`config.mk`:
```
export PLATFORM = sky130hd
export DESIGN_NAME = freq_sel_ctrl
export DESIGN_NICKNAME = d
export VERILOG_FILES = /design/src/rtl/freq_sel_pkg.sv /design/src/rtl/fsel_decode.sv /design/src/rtl/fsel_seq.sv /design/src/rtl/fsel_commit.sv /design/src/rtl/fsel_readback.sv /design/src/rtl/freq_sel_ctrl.sv
export SDC_FILE = /design/constraint.sdc
export NUM_CORES = 1
export LEC_CHECK = 0
export ABC_AREA = 1
export BUFFER_PORTS_ARGS = -buffer_cell sky130_fd_sc_hd__buf_4
export CAP_MARGIN = 5
export CORE_ASPECT_RATIO = 0.8
export CORE_MARGIN = 1
export CORE_UTILIZATION = 38
export CTS_BUF_LIST = sky130_fd_sc_hd__clkbuf_8
export DETAILED_ROUTE_END_ITERATION = 10
export HOLD_SLACK_MARGIN = 0.1
export PLACE_DENSITY = 0.82
export SETUP_SLACK_MARGIN = 0.4
export SLEW_MARGIN = 10
export SYNTH_ARGS = -nofsm -noshare
export SYNTH_HDL_FRONTEND = slang
export SYNTH_HIERARCHICAL = 1
export SYNTH_SLANG_ARGS = --single-unit
```
`constraint.sdc`:
```
create_clock -name clk_i -period 1.6 [get_ports clk_i]
set_input_delay 0.08 -clock clk_i [delete_from_list [all_inputs] [get_ports clk_i]]
set_output_delay 0.08 -clock clk_i [all_outputs]
set_load 0.01 [all_outputs]
```
`src/rtl/freq_sel_pkg.sv`:
```
package freq_sel_pkg;
  localparam int ID_W = 2;
  localparam int RB_FREQ_LSB = 0;
  localparam int RB_CNT_LSB  = 4;
  localparam int RB_PEND_LSB = 8;

  typedef enum logic [ID_W-1:0] {
    FREQ_10M0 = 2'd0,
    FREQ_12M8 = 2'd1,
    FREQ_19M2 = 2'd2,
    FREQ_20M0 = 2'd3
  } freq_id_e;

  typedef struct packed {
    logic own_wr;
    logic own_rd;
    logic foreign;
  } acc_t;
endpackage

```
`src/rtl/fsel_decode.sv`:
```
module fsel_decode
  import freq_sel_pkg::*;
#(
  parameter int ADDR_W = 8,
  parameter logic [ADDR_W-1:0] SEL_ADDR = 8'h10
) (
  input  logic [ADDR_W-1:0] addr_i,
  input  logic              wr_i,
  input  logic              rd_i,
  output acc_t              acc_o
);
  logic hit;
  assign hit = (addr_i == SEL_ADDR);

  always_comb begin
    acc_o.own_wr  = wr_i & hit;
    acc_o.own_rd  = rd_i & hit;
    acc_o.foreign = (wr_i | rd_i) & ~hit;
  end
endmodule

```
`src/rtl/fsel_seq.sv`:
```
module fsel_seq
  import freq_sel_pkg::*;
#(
  parameter int WRITES_NEEDED = 3,
  localparam int CNT_W = $clog2(WRITES_NEEDED + 1)
) (
  input  logic             clk_i,
  input  logic             rst_ni,
  input  acc_t             acc_i,
  input  freq_id_e         wr_id_i,
  output logic [CNT_W-1:0] cnt_o,
  output freq_id_e         pend_o,
  output logic             commit_o
);
  localparam logic [CNT_W-1:0] LAST = CNT_W'(WRITES_NEEDED - 1);

  logic [CNT_W-1:0] cnt_q;
  freq_id_e         pend_q;
  logic             match;

  assign match    = (cnt_q != '0) && (wr_id_i == pend_q);
  assign commit_o = acc_i.own_wr && match && (cnt_q == LAST);

  always_ff @(posedge clk_i or negedge rst_ni) begin
    if (!rst_ni) begin
      cnt_q  <= '0;
      pend_q <= FREQ_10M0;
    end else if (acc_i.foreign) begin
      cnt_q  <= '0;
      pend_q <= FREQ_10M0;
    end else if (acc_i.own_wr) begin
      if (!match) begin
        cnt_q  <= CNT_W'(1);
        pend_q <= wr_id_i;
      end else if (commit_o) begin
        cnt_q  <= '0;
      end else begin
        cnt_q  <= cnt_q + CNT_W'(1);
      end
    end
  end

  assign cnt_o  = cnt_q;
  assign pend_o = pend_q;
endmodule

```
`src/rtl/fsel_commit.sv`:
```
module fsel_commit
  import freq_sel_pkg::*;
#(
  parameter freq_id_e RESET_ID = FREQ_20M0
) (
  input  logic     clk_i,
  input  logic     rst_ni,
  input  logic     commit_i,
  input  freq_id_e id_i,
  output freq_id_e freq_o,
  output logic     soft_rst_o
);
  freq_id_e freq_q;
  logic     soft_q;

  always_ff @(posedge clk_i or negedge rst_ni) begin
    if (!rst_ni) begin
      freq_q <= RESET_ID;
      soft_q <= 1'b0;
    end else begin
      soft_q <= commit_i;
      if (commit_i) freq_q <= id_i;
    end
  end

  assign freq_o     = freq_q;
  assign soft_rst_o = soft_q;
endmodule

```
`src/rtl/fsel_readback.sv`:
```
module fsel_readback
  import freq_sel_pkg::*;
#(
  parameter int DATA_W = 32,
  parameter int CNT_W  = 2
) (
  input  logic              clk_i,
  input  logic              rst_ni,
  input  logic              rd_i,
  input  freq_id_e          freq_i,
  input  logic [CNT_W-1:0]  cnt_i,
  input  freq_id_e          pend_i,
  output logic [DATA_W-1:0] rdata_o
);
  logic [DATA_W-1:0] word;
  logic [DATA_W-1:0] rdata_q;

  always_comb begin
    word = '0;
    word[RB_FREQ_LSB +: ID_W]  = freq_i;
    word[RB_CNT_LSB  +: CNT_W] = cnt_i;
    word[RB_PEND_LSB +: ID_W]  = pend_i;
  end

  always_ff @(posedge clk_i or negedge rst_ni) begin
    if (!rst_ni) rdata_q <= '0;
    else         rdata_q <= rd_i ? word : '0;
  end

  assign rdata_o = rdata_q;
endmodule

```
`src/rtl/freq_sel_ctrl.sv`:
```
module freq_sel_ctrl
  import freq_sel_pkg::*;
#(
  parameter int ADDR_W = 8,
  parameter int DATA_W = 32,
  parameter logic [ADDR_W-1:0] SEL_ADDR = 8'h10,
  parameter int WRITES_NEEDED = 3,
  localparam int CNT_W = $clog2(WRITES_NEEDED + 1)
) (
  input  logic              clk_i,
  input  logic              rst_ni,
  input  logic [ADDR_W-1:0] addr_i,
  input  logic [DATA_W-1:0] wdata_i,
  input  logic              wr_i,
  input  logic              rd_i,
  output logic [DATA_W-1:0] rdata_o,
  output logic [ID_W-1:0]   freq_id_o,
  output logic              soft_rst_o
);
  acc_t             acc;
  freq_id_e         wr_id;
  freq_id_e         pend_id;
  freq_id_e         freq_id;
  logic [CNT_W-1:0] seq_cnt;
  logic             commit;
  logic             unused_wdata;

  assign wr_id        = freq_id_e'(wdata_i[ID_W-1:0]);
  assign unused_wdata = ^wdata_i[DATA_W-1:ID_W];

  fsel_decode #(.ADDR_W(ADDR_W), .SEL_ADDR(SEL_ADDR)) u_decode (
    .addr_i (addr_i),
    .wr_i   (wr_i),
    .rd_i   (rd_i),
    .acc_o  (acc)
  );

  fsel_seq #(.WRITES_NEEDED(WRITES_NEEDED)) u_seq (
    .clk_i    (clk_i),
    .rst_ni   (rst_ni),
    .acc_i    (acc),
    .wr_id_i  (wr_id),
    .cnt_o    (seq_cnt),
    .pend_o   (pend_id),
    .commit_o (commit)
  );

  fsel_commit #(.RESET_ID(FREQ_20M0)) u_commit (
    .clk_i      (clk_i),
    .rst_ni     (rst_ni),
    .commit_i   (commit),
    .id_i       (wr_id),
    .freq_o     (freq_id),
    .soft_rst_o (soft_rst_o)
  );

  fsel_readback #(.DATA_W(DATA_W), .CNT_W(CNT_W)) u_rb (
    .clk_i   (clk_i),
    .rst_ni  (rst_ni),
    .rd_i    (acc.own_rd),
    .freq_i  (freq_id),
    .cnt_i   (seq_cnt),
    .pend_i  (pend_id),
    .rdata_o (rdata_o)
  );

  assign freq_id_o = freq_id;
endmodule

```
After elaboration in Yosys (flattened, before gate mapping)
Index checks and enable logic that the tools add are counted.
{"block": "classes", "n_eq_ne": 4, "n_bitwise": 5, "reduce_logical": 6, "n_addsub": 1, "mux": 8}
{"cell": "two-way mux 2 bit", "n": 7}
{"cell": "two-way mux 10 bit", "n": 1}
{"cell": "equality test 8 x 5 -> 1 bit (second input constant)", "n": 1}
{"cell": "nonzero test 2 bit", "n": 2}
{"cell": "AND 1 bit", "n": 3}
{"cell": "logical AND 1 bit", "n": 3}
{"cell": "adder 2 x 1 -> 2 bit (second input constant)", "n": 1}
{"cell": "equality test 2 bit", "n": 1}
{"cell": "equality test 2 bit (second input constant)", "n": 1}
{"cell": "!= test 2 bit (second input constant)", "n": 1}
{"cell": "AND reduction 2 bit", "n": 1}
{"cell": "inverter 1 bit", "n": 1}
{"cell": "OR 1 bit", "n": 1}
{"block": "totals", "out_inout_bits": 35, "ff_bits": 17, "input_bits": 44, "word_cells": 29}

Logic depth before layout (Yosys ltp)
Gate-level depths: netlist of the first run.
{"block": "depth", "depth_word": 8, "mapped_depth": 12, "mapped_depth_nobuf": 12}

Cells and area by module
The synthesis of the first run kept the hierarchy.
{"mod": "fsel_readback", "n_inst": 1, "cells_per_inst": 45, "area_per_inst_um2": 394.1}
{"mod": "fsel_seq", "n_inst": 1, "cells_per_inst": 38, "area_per_inst_um2": 255.2}
{"mod": "fsel_decode", "n_inst": 1, "cells_per_inst": 28, "area_per_inst_um2": 105.1}
{"mod": "fsel_commit", "n_inst": 1, "cells_per_inst": 10, "area_per_inst_um2": 103.8}

Worst setup path after synthesis of the first run
OpenSTA, ideal clock, no wires.
{"block": "synth_timing", "path_type": "flip-flop to flip-flop", "from": "reg u_seq.pend_q[1], in the netlist u_seq/pend_o[1]", "to": "reg u_commit.freq_q[0], in the netlist u_commit/freq_o[0]", "path_stages_with_launch": 8, "slack_ns": 0.428, "arrival_time_ns": 1.097, "setup_time_ns": 0.076, "synth_period_minus_slack_ns": 1.172, "path_cell_list": "dfrtp_1 -> nand2_1 -> nand3_2 -> or2_1 -> nor2_1 -> inv_1 -> nand2_1 -> nand2_1"}
{"block": "synth_via", "elab_chain_cells": 4}
{"item": "start: declaration", "line": "fsel_seq.sv:18", "source": "freq_id_e pend_q;"}
{"item": "start signal: assignment", "line": "fsel_seq.sv:34", "source": "pend_q <= wr_id_i;"}
{"item": "equality test 2 bit", "line": "fsel_seq.sv:21", "source": "assign match = (cnt_q != '0) && (wr_id_i == pend_q);"}
{"item": "logical AND 1 bit", "line": "fsel_seq.sv:21"}
{"item": "logical AND 1 bit (2 in series)", "line": "fsel_seq.sv:22", "source": "assign commit_o = acc_i.own_wr && match && (cnt_q == LAST);"}
{"item": "net commit", "line": "freq_sel_ctrl.sv:25", "source": "logic commit;"}
{"item": "end signal: assignment", "line": "fsel_commit.sv:22", "source": "if (commit_i) freq_q <= id_i;"}
{"item": "end: declaration", "line": "fsel_commit.sv:13", "source": "freq_id_e freq_q;"}
The timed path passes the listed nets, and every way through them passes these cells.
A chain may end at the register's enable or synchronous reset.

Worst setup path in the final report of the first run
{"block": "layout_timing", "from": "reg u_seq.pend_q[0], in the netlist u_seq/pend_o[0]", "to": "reg u_commit.freq_q[0], in the netlist u_commit/freq_o[0]"}
The elaborated chain is that of the path after synthesis.

==> out/qor.txt, run 1 <==
status: finished, final reports clean
IO Pins: 79
DRT Pass-1 Iters: 4
via count: 708
min Tclk post-route: 1.20 ns
residual DRC count: 0
die height: 44.5 um
wire length on met1: 609 um
hold_sp: wdata_i[1]
Critical Path Stages: 8
Pwr per Cell Area: 649 nW/um^2
initial antenna violation count: 0
worst r2r src: u_seq/pend_o[0]$_DFFE_PN0P_
root buf cell: clkbuf_8
YS warnings: 6
Die W: 55.1 um
CTS max path bufs: 2
Num CTS Buffers: 3
Worst R2R End: u_commit/freq_o[0]$_DFFE_PN1P_
routed len/inst: 8.62 um
Final HPWL DP: 1110 um
Clock Sinks: 13
Initial Util: 0.430
cells along the critical path: inv_1 > nand2_1 > o21ai_2 > or2_4 > nor2_4 > inv_2 > nand2_1 > nand2_1
first-pass GRT wire length: 2480 um
H-tree depth: 1
RSZ-0062 raised after global routing: true
Seq/Total Area, Yosys: 0.382
Final Setup Violations: 0
maximum fanout along the worst path: 4
die area: 2450 um^2
DRT iter0 DRCs: 10
ANT nets after route: 0
DP Area: 952 um^2
grt ovf: 0
top routing layer used: met4
Syn Inst Count: 121
Avg Vias per Cell: 3.98
area leader, netlist: dfrtp_1
fin crit share: 0.751
# port buffers: 22
main area contributors after synthesis: dfrtp_1 32%, buf_4 23%, nand2_1 13%
ANT cells: 0
WHS Endpoint: u_seq/pend_o[1]$_DFFE_PN0P_
Worst Hold Class: in -> reg
Clock Latency Late Sink: 0.24 ns
fin area: 1080 um^2
core area: 2000 um^2
Clock Skews: 0.00632 ns
R2R cell count: 8
Post-Route Utilization: 0.540
Max stage delay on crit path: 0.40 ns
Synth top area share: 0.321
Fmax: 833 MHz
clk slew on worst S/H paths: 0.06 ns
Req. time, crit path: 1.78 ns
largest net degree at the start of global routing: 14
number of placement rows: 14
VDD IR max: 0.422 mV
syn avg cell area: 7.09 um^2
Top cell by count, worst path: nand2_1
crit path DAT: 1.38 ns
Nets: 199
CP Launch Type: flop
worst reg-to-reg setup slack: 0.40 ns
met3 wire length: 147 um
fillers: 182
metal2 WL: 769 um
CP Class: reg -> reg
post-route setup TNS: 0 ns
total wire length: 1540 um
max-cap viol count: 0
register area: 328 um^2
TritonCTS clock tree: done
Netlist Area Pre-Place: 858 um^2
CP bufs+invs: 2
#FFs+latches synth: 13
Area Overhead vs Synth: 25.7%
layout cell share with drive strength beyond 1: 0.247
number of failing hold endpoints at the final stage: 0
Hold Path Stages: 3
endpoint type of the worst setup path: flop
Static Leak: 0.000668 uW
GRT Resource Usage Total: 0.144
Multi-input gate area: 349 um^2
gpl congestion: 0.779
final slew viol count: 0
Crit path max-delay family: simple AND/OR/NAND/NOR gates
post-synthesis cell type count: 14
vias in the first global route: 619
slowest stage cell on the critical path: dfrtp_1
-- repair_timing --
item                                    4_1_cts  5_1_grt
endpoints found under the setup margin        2        2
hold endpoints to repair                     15        0
pin swaps                                     4        2
setup buffers                                 1        4
resized for setup                             4        1
hold buffers                                  3        0
-- where the power goes --
| part | switching (uW) | internal (uW) | total, uW |
|---|---|---|---|
| sequential | 0.0597 | 330 | 330 |
| clock | 112 | 169 | 280 |
| combinational | 56.5 | 33.0 | 89.5 |
| total | 168 | 531 | 699 |
-- per-layer routing --
layer  vias up  track usage
met3         2       0.0550
li1        362            -
met2        35        0.272
met4         0       0.0550
met5         -            0
met1       309        0.138
-- final cells by class --
type / count / area share
Sequential cell: 13 / 0.304
Tap cell: 24 / 0.0278
Clock inverter: 1 / 0.00348
Timing Repair Buffer: 30 / 0.216
Multi-Input combinational cell: 82 / 0.324
Clock buffer: 3 / 0.0383
Inverter: 25 / 0.0870
-- cell families (layout without fill, tap and decap cells) --
kind of cell | count (synthesis) | after routing | synth area share
compound gates | 5 | 5 | 0.0364
simple gates | 51 | 51 | 0.241
flops | 13 | 13 | 0.382
other cells | 1 | 26 | 0.00437
buf+inv | 51 | 59 | 0.337
-- layout by cell type (no fill, tap or decap), drive strengths merged --
| cell | n |
|---|---|
| a21oi | 1 |
| buf | 27 |
| clkbuf | 3 |
| conb | 26 |
| dfrtp | 11 |
| dfstp | 2 |
| dlygate4sd3 | 3 |
| inv | 26 |
| nand2 | 29 |
| nand3 | 6 |
| nor2 | 15 |
| o21ai | 3 |
| o21bai | 1 |
| or2 | 1 |
-- metrics by stage --
stage	setup slack [ns]	hold WS, ns	cells	total power (uW)
detailed placement	0.306	-0.0666	166	416
CTS	0.408	0.101	174	710
finish	0.399	0.104	178	699
global route	0.327	0.126	178	745
floorplan	0.428	-0.216	146	426
global placement	0.313	-0.0729	166	414
-- sequential cells by signal, summed over array words and instances (netlist names) --
name                 count
u_rb/rdata_o             6
u_commit/freq_o          2
u_commit/soft_rst_o      1
u_seq/cnt_o              2
u_seq/pend_o             2
-- worst register-to-register path: stages (launching register included) --
cell and delay [ns]:
dfrtp_1 0.40, inv_1 0.05, nand2_1 0.07, o21ai_2 0.06, or2_4 0.28, nor2_4 0.12, inv_2 0.05, nand2_1 0.05
nand2_1 0.05
-- cell usage after synthesis, drive strengths merged --
cell	number
a21oi	1
buf	26
conb	1
dfrtp	11
dfstp	2
inv	25
nand2	29
nand3	6
nor2	15
o21ai	3
o21bai	1
or2	1
-- worst max path at each step --
stage | from | end | slack [ns]
after floorplan | u_seq/pend_o[1]$_DFFE_PN0P_ | u_commit/freq_o[0]$_DFFE_PN1P_ | 0.43
after global placement | addr_i[5] | u_commit/freq_o[1]$_DFFE_PN1P_ | 0.31
after detailed placement | addr_i[6] | u_commit/freq_o[0]$_DFFE_PN1P_ | 0.31
after CTS | u_seq/pend_o[0]$_DFFE_PN0P_ | u_commit/freq_o[0]$_DFFE_PN1P_ | 0.41
after global routing | u_seq/pend_o[0]$_DFFE_PN0P_ | u_commit/freq_o[0]$_DFFE_PN1P_ | 0.33
final | u_seq/pend_o[0]$_DFFE_PN0P_ | u_commit/freq_o[0]$_DFFE_PN1P_ | 0.40
Power figures use the tool's default switching activity.
==> inputs of run 2 (changes only) <==
--- a/config.mk
+++ b/config.mk
@@ -10,11 +10,11 @@
 export CAP_MARGIN = 5
 export CORE_ASPECT_RATIO = 0.8
 export CORE_MARGIN = 1
-export CORE_UTILIZATION = 38
+export CORE_UTILIZATION = 34
 export CTS_BUF_LIST = sky130_fd_sc_hd__clkbuf_8
 export DETAILED_ROUTE_END_ITERATION = 10
 export HOLD_SLACK_MARGIN = 0.1
-export PLACE_DENSITY = 0.82
+export PLACE_DENSITY = 0.78
 export SETUP_SLACK_MARGIN = 0.4
 export SLEW_MARGIN = 10
 export SYNTH_ARGS = -nofsm -noshare
==> constraint.sdc (replaced) <==
create_clock -name clk_i -period 1.1 [get_ports clk_i]
set_input_delay 0.055 -clock clk_i [delete_from_list [all_inputs] [get_ports clk_i]]
set_output_delay 0.055 -clock clk_i [all_outputs]
set_load 0.01 [all_outputs]
==> out/qor.txt, run 2 (synthesis gave the netlist of run 1 again) <==
die height: 46.9 um (was 44.5 um)
max reg flops: 6 (unchanged)
Fin Hold WS: 0.0412 ns (was 0.104 ns)
crit path DAT: 1.39 ns (was 1.38 ns)
slack of the critical path: -0.106 ns (was 0.399 ns)
routed len/inst: 10.1 um (was 8.62 um)
die area: 2730 um^2 (was 2450 um^2)
root buf cell: clkbuf_8 (unchanged)
fillers: 190 (was 182)
residual DRC count: 0 (unchanged)
number of failing hold endpoints at the final stage: 0 (unchanged)
CP Class: reg -> reg (unchanged)
min Tclk post-route: 1.21 ns (was 1.20 ns)
fin crit share: 1.10 (was 0.751)
Final HPWL DP: 1250 um (was 1110 um)
Worst Hold Class: in -> reg (unchanged)
number of placement rows: 15 (was 14)
clk slew on worst S/H paths: 0.05 ns (was 0.06 ns)
gpl congestion: 0.829 (was 0.779)
final slew viol count: 0 (unchanged)
endpoint type of the worst setup path: flop (unchanged)
IO Pins: 79 (unchanged)
Die W: 58.2 um (was 55.1 um)
vias in the first global route: 666 (was 619)
register area: 328 um^2 (unchanged)
VDD IR max: 0.262 mV (was 0.422 mV)
commonest non-fill, non-tap cell in the layout: conb_1 (was nand2_1)
Initial Util: 0.378 (was 0.430)
DRT Pass-1 Iters: 6 (was 4)
Clock Sinks: 13 (unchanged)
RSZ-0062 raised after global routing: true (unchanged)
H-tree depth: 1 (unchanged)
failing checks: setup timing
post-route setup TNS: -0.318 ns (was 0 ns)
total wire length: 1940 um (was 1540 um)
TritonCTS clock tree: done (unchanged)
Area Overhead vs Synth: 42.7% (was 25.7%)
Avg Vias per Cell: 4.17 (was 3.98)
# port buffers: 22 (unchanged)
GRT Resource Usage Total: 0.136 (was 0.144)
core area: 2270 um^2 (was 2000 um^2)
max-cap viol count: 0 (unchanged)
Clock Skews: 0.00328 ns (was 0.00632 ns)
grt ovf: 0 (unchanged)
Clock Latency Late Sink: 0.25 ns (was 0.24 ns)
ANT cells: 0 (unchanged)
layout cell share with drive strength beyond 1: 0.358 (was 0.247)
maximum fanout along the worst path: 4 (unchanged)
Req. time, crit path: 1.28 ns (was 1.78 ns)
most frequent cells in the layout: 26 x conb_1, 24 x nand2_1, 22 x inv_1 (was 29 x nand2_1, 27 x buf_4, 26 x conb_1)
Nets: 204 (was 199)
DRT iter0 DRCs: 28 (was 10)
ANT nets after route: 0 (unchanged)
Static Leak: 0.000707 uW (was 0.000668 uW)
Pwr per Cell Area: 847 nW/um^2 (was 649 nW/um^2)
status: finished with violations (was finished, final reports clean)
initial antenna violation count: 0 (unchanged)
largest net degree at the start of global routing: 14 (unchanged)
CP Launch Type: flop (unchanged)
Fmax: 829 MHz (was 833 MHz)
first-pass GRT wire length: 2730 um (was 2480 um)
via count: 804 (was 708)
Hold-fix buffers, CTS: 2 (was 3)
CTS max path bufs: 2 (unchanged)
Multi-input gate area: 399 um^2 (was 349 um^2)
Num CTS Buffers: 3 (unchanged)
Final Setup Violations: 5 (was 0)
run 2: path summary, 6_finish.rpt:
| check | from | to | slack (ns) | cells after the start |
|---|---|---|---|---|
| min in group asynchronous | rst_ni | u_seq/cnt_o[1]$_DFFE_PN0P_ | 0.19 | 2 |
| worst min register to register | u_commit/freq_o[1]$_DFFE_PN1P_ | u_commit/freq_o[1]$_DFFE_PN1P_ | 0.48 | 2 |
| worst max-delay path | u_seq/pend_o[0]$_DFFE_PN0P_ | u_commit/freq_o[1]$_DFFE_PN1P_ | -0.11 | 8 |
| worst min-delay path | wdata_i[1] | u_commit/freq_o[1]$_DFFE_PN1P_ | 0.04 | 3 |
| max in group asynchronous | rst_ni | u_commit/freq_o[1]$_DFFE_PN1P_ | 0.67 | 2 |
| worst max register to register | u_seq/pend_o[0]$_DFFE_PN0P_ | u_commit/freq_o[1]$_DFFE_PN1P_ | -0.11 | 8 |
run 2: metal layers:
metal,GRT usage,vias to the layer above,share of wire
met4,0.0286,0,0.015
met5,0,-,0
met2,0.278,52,0.53
met3,0.0496,7,0.075
met1,0.136,370,0.38
li1,-,375,-
run 2: final cells by class:
cell class	count	area share
multi-input combinational	82	0.326
clock inverter	1	0.00306
inverter	25	0.0766
clock buffer	3	0.0337
timing repair buffer	35	0.258
tap	34	0.0347
sequential	13	0.268
run 2: worst max-delay path: stages, from the launching register on:
cell     delay [ns]
dfrtp_1        0.38
inv_1          0.06
nand2_1        0.08
o21ai_2        0.07
or2_4          0.28
nor2_4         0.13
inv_2          0.05
nand2_1        0.06
nand2_1        0.05
run 2: metrics by stage:
| step | cell area, um^2 | utilization | instances | setup WS (ns) | power, uW |
|---|---|---|---|---|---|
| 5_1_grt | 1220 | 0.539 | 193 | -0.154 | 1080 |
| 3_3_place_gp | 1020 | 0.449 | 183 | -0.100 | 606 |
| 3_5_place_dp | 1020 | 0.449 | 183 | -0.122 | 611 |
| 6_report | 1220 | 0.539 | 193 | -0.106 | 1040 |
| 4_1_cts | 1170 | 0.517 | 192 | -0.0837 | 1040 |
| 2_1_floorplan | 955 | - | 146 | -0.0311 | 620 |
run 2: repair_timing:
action                                 4_1_cts  5_1_grt
resized for setup                           22       13
buffers inserted                             3        1
endpoints found under the hold margin       17        2
pin swaps                                    4        3
setup endpoints to repair                   22       22
run 2: power breakdown:
group / switching (uW) / internal, uW / total [uW]
Clock: 171 / 247 / 417
Combinational: 91.8 / 48.9 / 141
Sequential: 0.0593 / 479 / 479
==> inputs of run 3 (changes only) <==
--- a/config.mk
+++ b/config.mk
@@ -6,15 +6,16 @@
 export NUM_CORES = 1
 export LEC_CHECK = 0
 export ABC_AREA = 1
+export ABC_CLOCK_PERIOD_IN_PS = 1520
 export BUFFER_PORTS_ARGS = -buffer_cell sky130_fd_sc_hd__buf_4
 export CAP_MARGIN = 5
 export CORE_ASPECT_RATIO = 0.8
 export CORE_MARGIN = 1
-export CORE_UTILIZATION = 34
+export CORE_UTILIZATION = 40
 export CTS_BUF_LIST = sky130_fd_sc_hd__clkbuf_8
 export DETAILED_ROUTE_END_ITERATION = 10
 export HOLD_SLACK_MARGIN = 0.1
-export PLACE_DENSITY = 0.78
+export PLACE_DENSITY = 0.86
 export SETUP_SLACK_MARGIN = 0.4
 export SLEW_MARGIN = 10
 export SYNTH_ARGS = -nofsm -noshare
==> constraint.sdc (replaced) <==
create_clock -name clk_i -period 1.52 [get_ports clk_i]
set_input_delay 0.076 -clock clk_i [delete_from_list [all_inputs] [get_ports clk_i]]
set_output_delay 0.076 -clock clk_i [all_outputs]
set_load 0.01 [all_outputs]
==> out/qor.txt, run 3 (synthesis gave the netlist of run 1 again) <==
# port buffers: 22 (unchanged)
fin crit share: 0.783 (was 1.10)
WHS Endpoint: u_seq/pend_o[0]$_DFFE_PN0P_ (was u_commit/freq_o[1]$_DFFE_PN1P_)
Clock Skews: 0.00197 ns (was 0.00328 ns)
Area Overhead vs Synth: 24.8% (was 42.7%)
IO Pins: 79 (unchanged)
initial antenna violation count: 0 (unchanged)
ANT nets after route: 0 (unchanged)
maximum fanout along the worst path: 4 (unchanged)
largest net degree at the start of global routing: 14 (unchanged)
commonest non-fill, non-tap cell in the layout: nand2_1 (was conb_1)
ANT cells: 0 (unchanged)
worst reg-to-reg setup slack: 0.33 ns (was -0.11 ns)
Avg Vias per Cell: 4.06 (was 4.17)
Nets: 198 (was 204)
RSZ-0062 raised after global routing: true (unchanged)
die height: 43.4 um (was 46.9 um)
Num CTS Buffers: 3 (unchanged)
most frequent cells in the layout: 29 x nand2_1, 26 x buf_4, 26 x conb_1 (was 26 x conb_1, 24 x nand2_1, 22 x inv_1)
min Tclk post-route: 1.19 ns (was 1.21 ns)
routed len/inst: 8.73 um (was 10.1 um)
R2R cell count: 7 (was 8)
endpoint type of the worst setup path: flop (unchanged)
DP Area: 955 um^2 (was 1020 um^2)
combinational power share: 0.131 (was 0.136)
TritonCTS clock tree: done (unchanged)
max-cap viol count: 0 (unchanged)
Initial Util: 0.441 (was 0.378)
Final Setup Violations: 0 (was 5)
worst r2r src: u_seq/pend_o[0]$_DFFE_PN0P_ (unchanged)
fillers: 173 (was 190)
root buf cell: clkbuf_8 (unchanged)
H-tree depth: 1 (unchanged)
hold_sp: wdata_i[0] (was wdata_i[1])
DRT Pass-1 Iters: 4 (was 6)
residual DRC count: 0 (unchanged)
layout cell share with drive strength beyond 1: 0.242 (was 0.358)
fin area: 1070 um^2 (was 1220 um^2)
Psw: 178 uW (was 263 uW)
dpl ws: 0.232 ns (was -0.122 ns)
Post-Route Utilization: 0.551 (was 0.539)
via count: 719 (was 804)
crit path DAT: 1.36 ns (was 1.39 ns)
vias in the first global route: 590 (was 666)
number of failing hold endpoints at the final stage: 0 (unchanged)
GRT Resource Usage Total: 0.142 (was 0.136)
Fmax: 840 MHz (was 829 MHz)
Worst R2R End: u_commit/freq_o[0]$_DFFE_PN1P_ (was u_commit/freq_o[1]$_DFFE_PN1P_)
post-route setup TNS: 0 ns (was -0.318 ns)
Clock Latency Late Sink: 0.24 ns (was 0.25 ns)
Worst Hold Class: in -> reg (unchanged)
Die W: 53.8 um (was 58.2 um)
final slew viol count: 0 (unchanged)
CTS max path bufs: 2 (unchanged)
grt ovf: 0 (unchanged)
Final HPWL DP: 1120 um (was 1250 um)
Clock power frac: 0.400 (was 0.402)
max reg flops: 6 (unchanged)
Static Leak: 0.000663 uW (was 0.000707 uW)
slack of the critical path: 0.330 ns (was -0.106 ns)
part of the power in registers: 0.469 (was 0.462)
Pwr per Cell Area: 690 nW/um^2 (was 847 nW/um^2)
CP Class: reg -> reg (unchanged)
VDD IR max: 0.411 mV (was 0.262 mV)
P_int: 561 uW (was 775 uW)
core area: 1940 um^2 (was 2270 um^2)
gpl congestion: 0.782 (was 0.829)
Hold Path Stages: 3 (unchanged)
number of placement rows: 14 (was 15)
clk slew on worst S/H paths: 0.05 ns (about the same)
total wire length: 1550 um (was 1940 um)
sw frac: 0.241 (was 0.253)
Clock Sinks: 13 (unchanged)
DRT iter0 DRCs: 9 (was 28)
CP Launch Type: flop (unchanged)
status: finished, final reports clean (was finished with violations)
die area: 2340 um^2 (was 2730 um^2)
first-pass GRT wire length: 2310 um (was 2730 um)
Req. time, crit path: 1.69 ns (was 1.28 ns)
run 3: cell count changes in the layout (fill, tap and decap cells not counted), sizes merged:
cell	delta
buf	-7
dlygate4sd3	+1
run 3: area by class of cell:
class / count / area, um^2 / area share
inverter: 25 / 93.8 / 0.0876
sequential: 13 / 328 / 0.306
multi-input combinational: 82 / 349 / 0.326
tap: 24 / 30.0 / 0.0280
clock inverter: 1 / 3.75 / 0.00350
timing repair buffer: 29 / 225 / 0.210
clock buffer: 3 / 41.3 / 0.0386
run 3: repair_timing:
action	CTS	global route
pin swaps	4	3
endpoints found under the hold margin	16	0
endpoints found under the setup margin	2	6
hold buffers	3	0
gates resized for setup	3	1
setup buffers	3	1
run 3: power groups by stage:
stage / logic [uW] / clock network, uW / registers, uW
after floorplan: 96.0 / 0 / 353
after global placement: 83.7 / 0 / 353
after detailed placement: 85.9 / 0 / 353
after CTS: 94.4 / 299 / 347
after global routing: 108 / 334 / 346
final: 96.7 / 296 / 347
run 3: how the worst max path moves through the flow:
stage	startpoint	end	cells past startpoint
6_report	u_seq/pend_o[0]$_DFFE_PN0P_	u_commit/freq_o[0]$_DFFE_PN1P_	7
5_1_grt	u_seq/pend_o[0]$_DFFE_PN0P_	u_commit/freq_o[0]$_DFFE_PN1P_	8
4_1_cts	u_seq/pend_o[0]$_DFFE_PN0P_	u_commit/freq_o[0]$_DFFE_PN1P_	7
3_5_place_dp	addr_i[5]	u_commit/freq_o[0]$_DFFE_PN1P_	13
3_3_place_gp	addr_i[5]	u_commit/freq_o[1]$_DFFE_PN1P_	13
2_1_floorplan	u_seq/pend_o[1]$_DFFE_PN0P_	u_commit/freq_o[0]$_DFFE_PN1P_	7
run 3: critical path: stages (launching register included):
cell and delay, ns:
dfrtp_1 0.40, nand2_1 0.11, nand3_2 0.08, or2_4 0.26, nor2_4 0.13, inv_2 0.05, nand2_1 0.05, nand2_1 0.04
run 3: per-stage QoR:
step	std cells	power (uW)	hold slack, ns
after floorplan	146	449	-0.220
after global placement	166	436	-0.0766
after detailed placement	166	438	-0.0728
after CTS	176	740	0.109
after global routing	177	789	0.118
final	177	739	0.117
run 3: layer usage:
layer	GRT usage	vias to the layer above	share of wire
met1	0.139	307	0.39
met3	0.0526	2	0.11
met4	0.0632	0	0.0045
met5	0	-	0
li1	-	363	-
met2	0.259	47	0.49
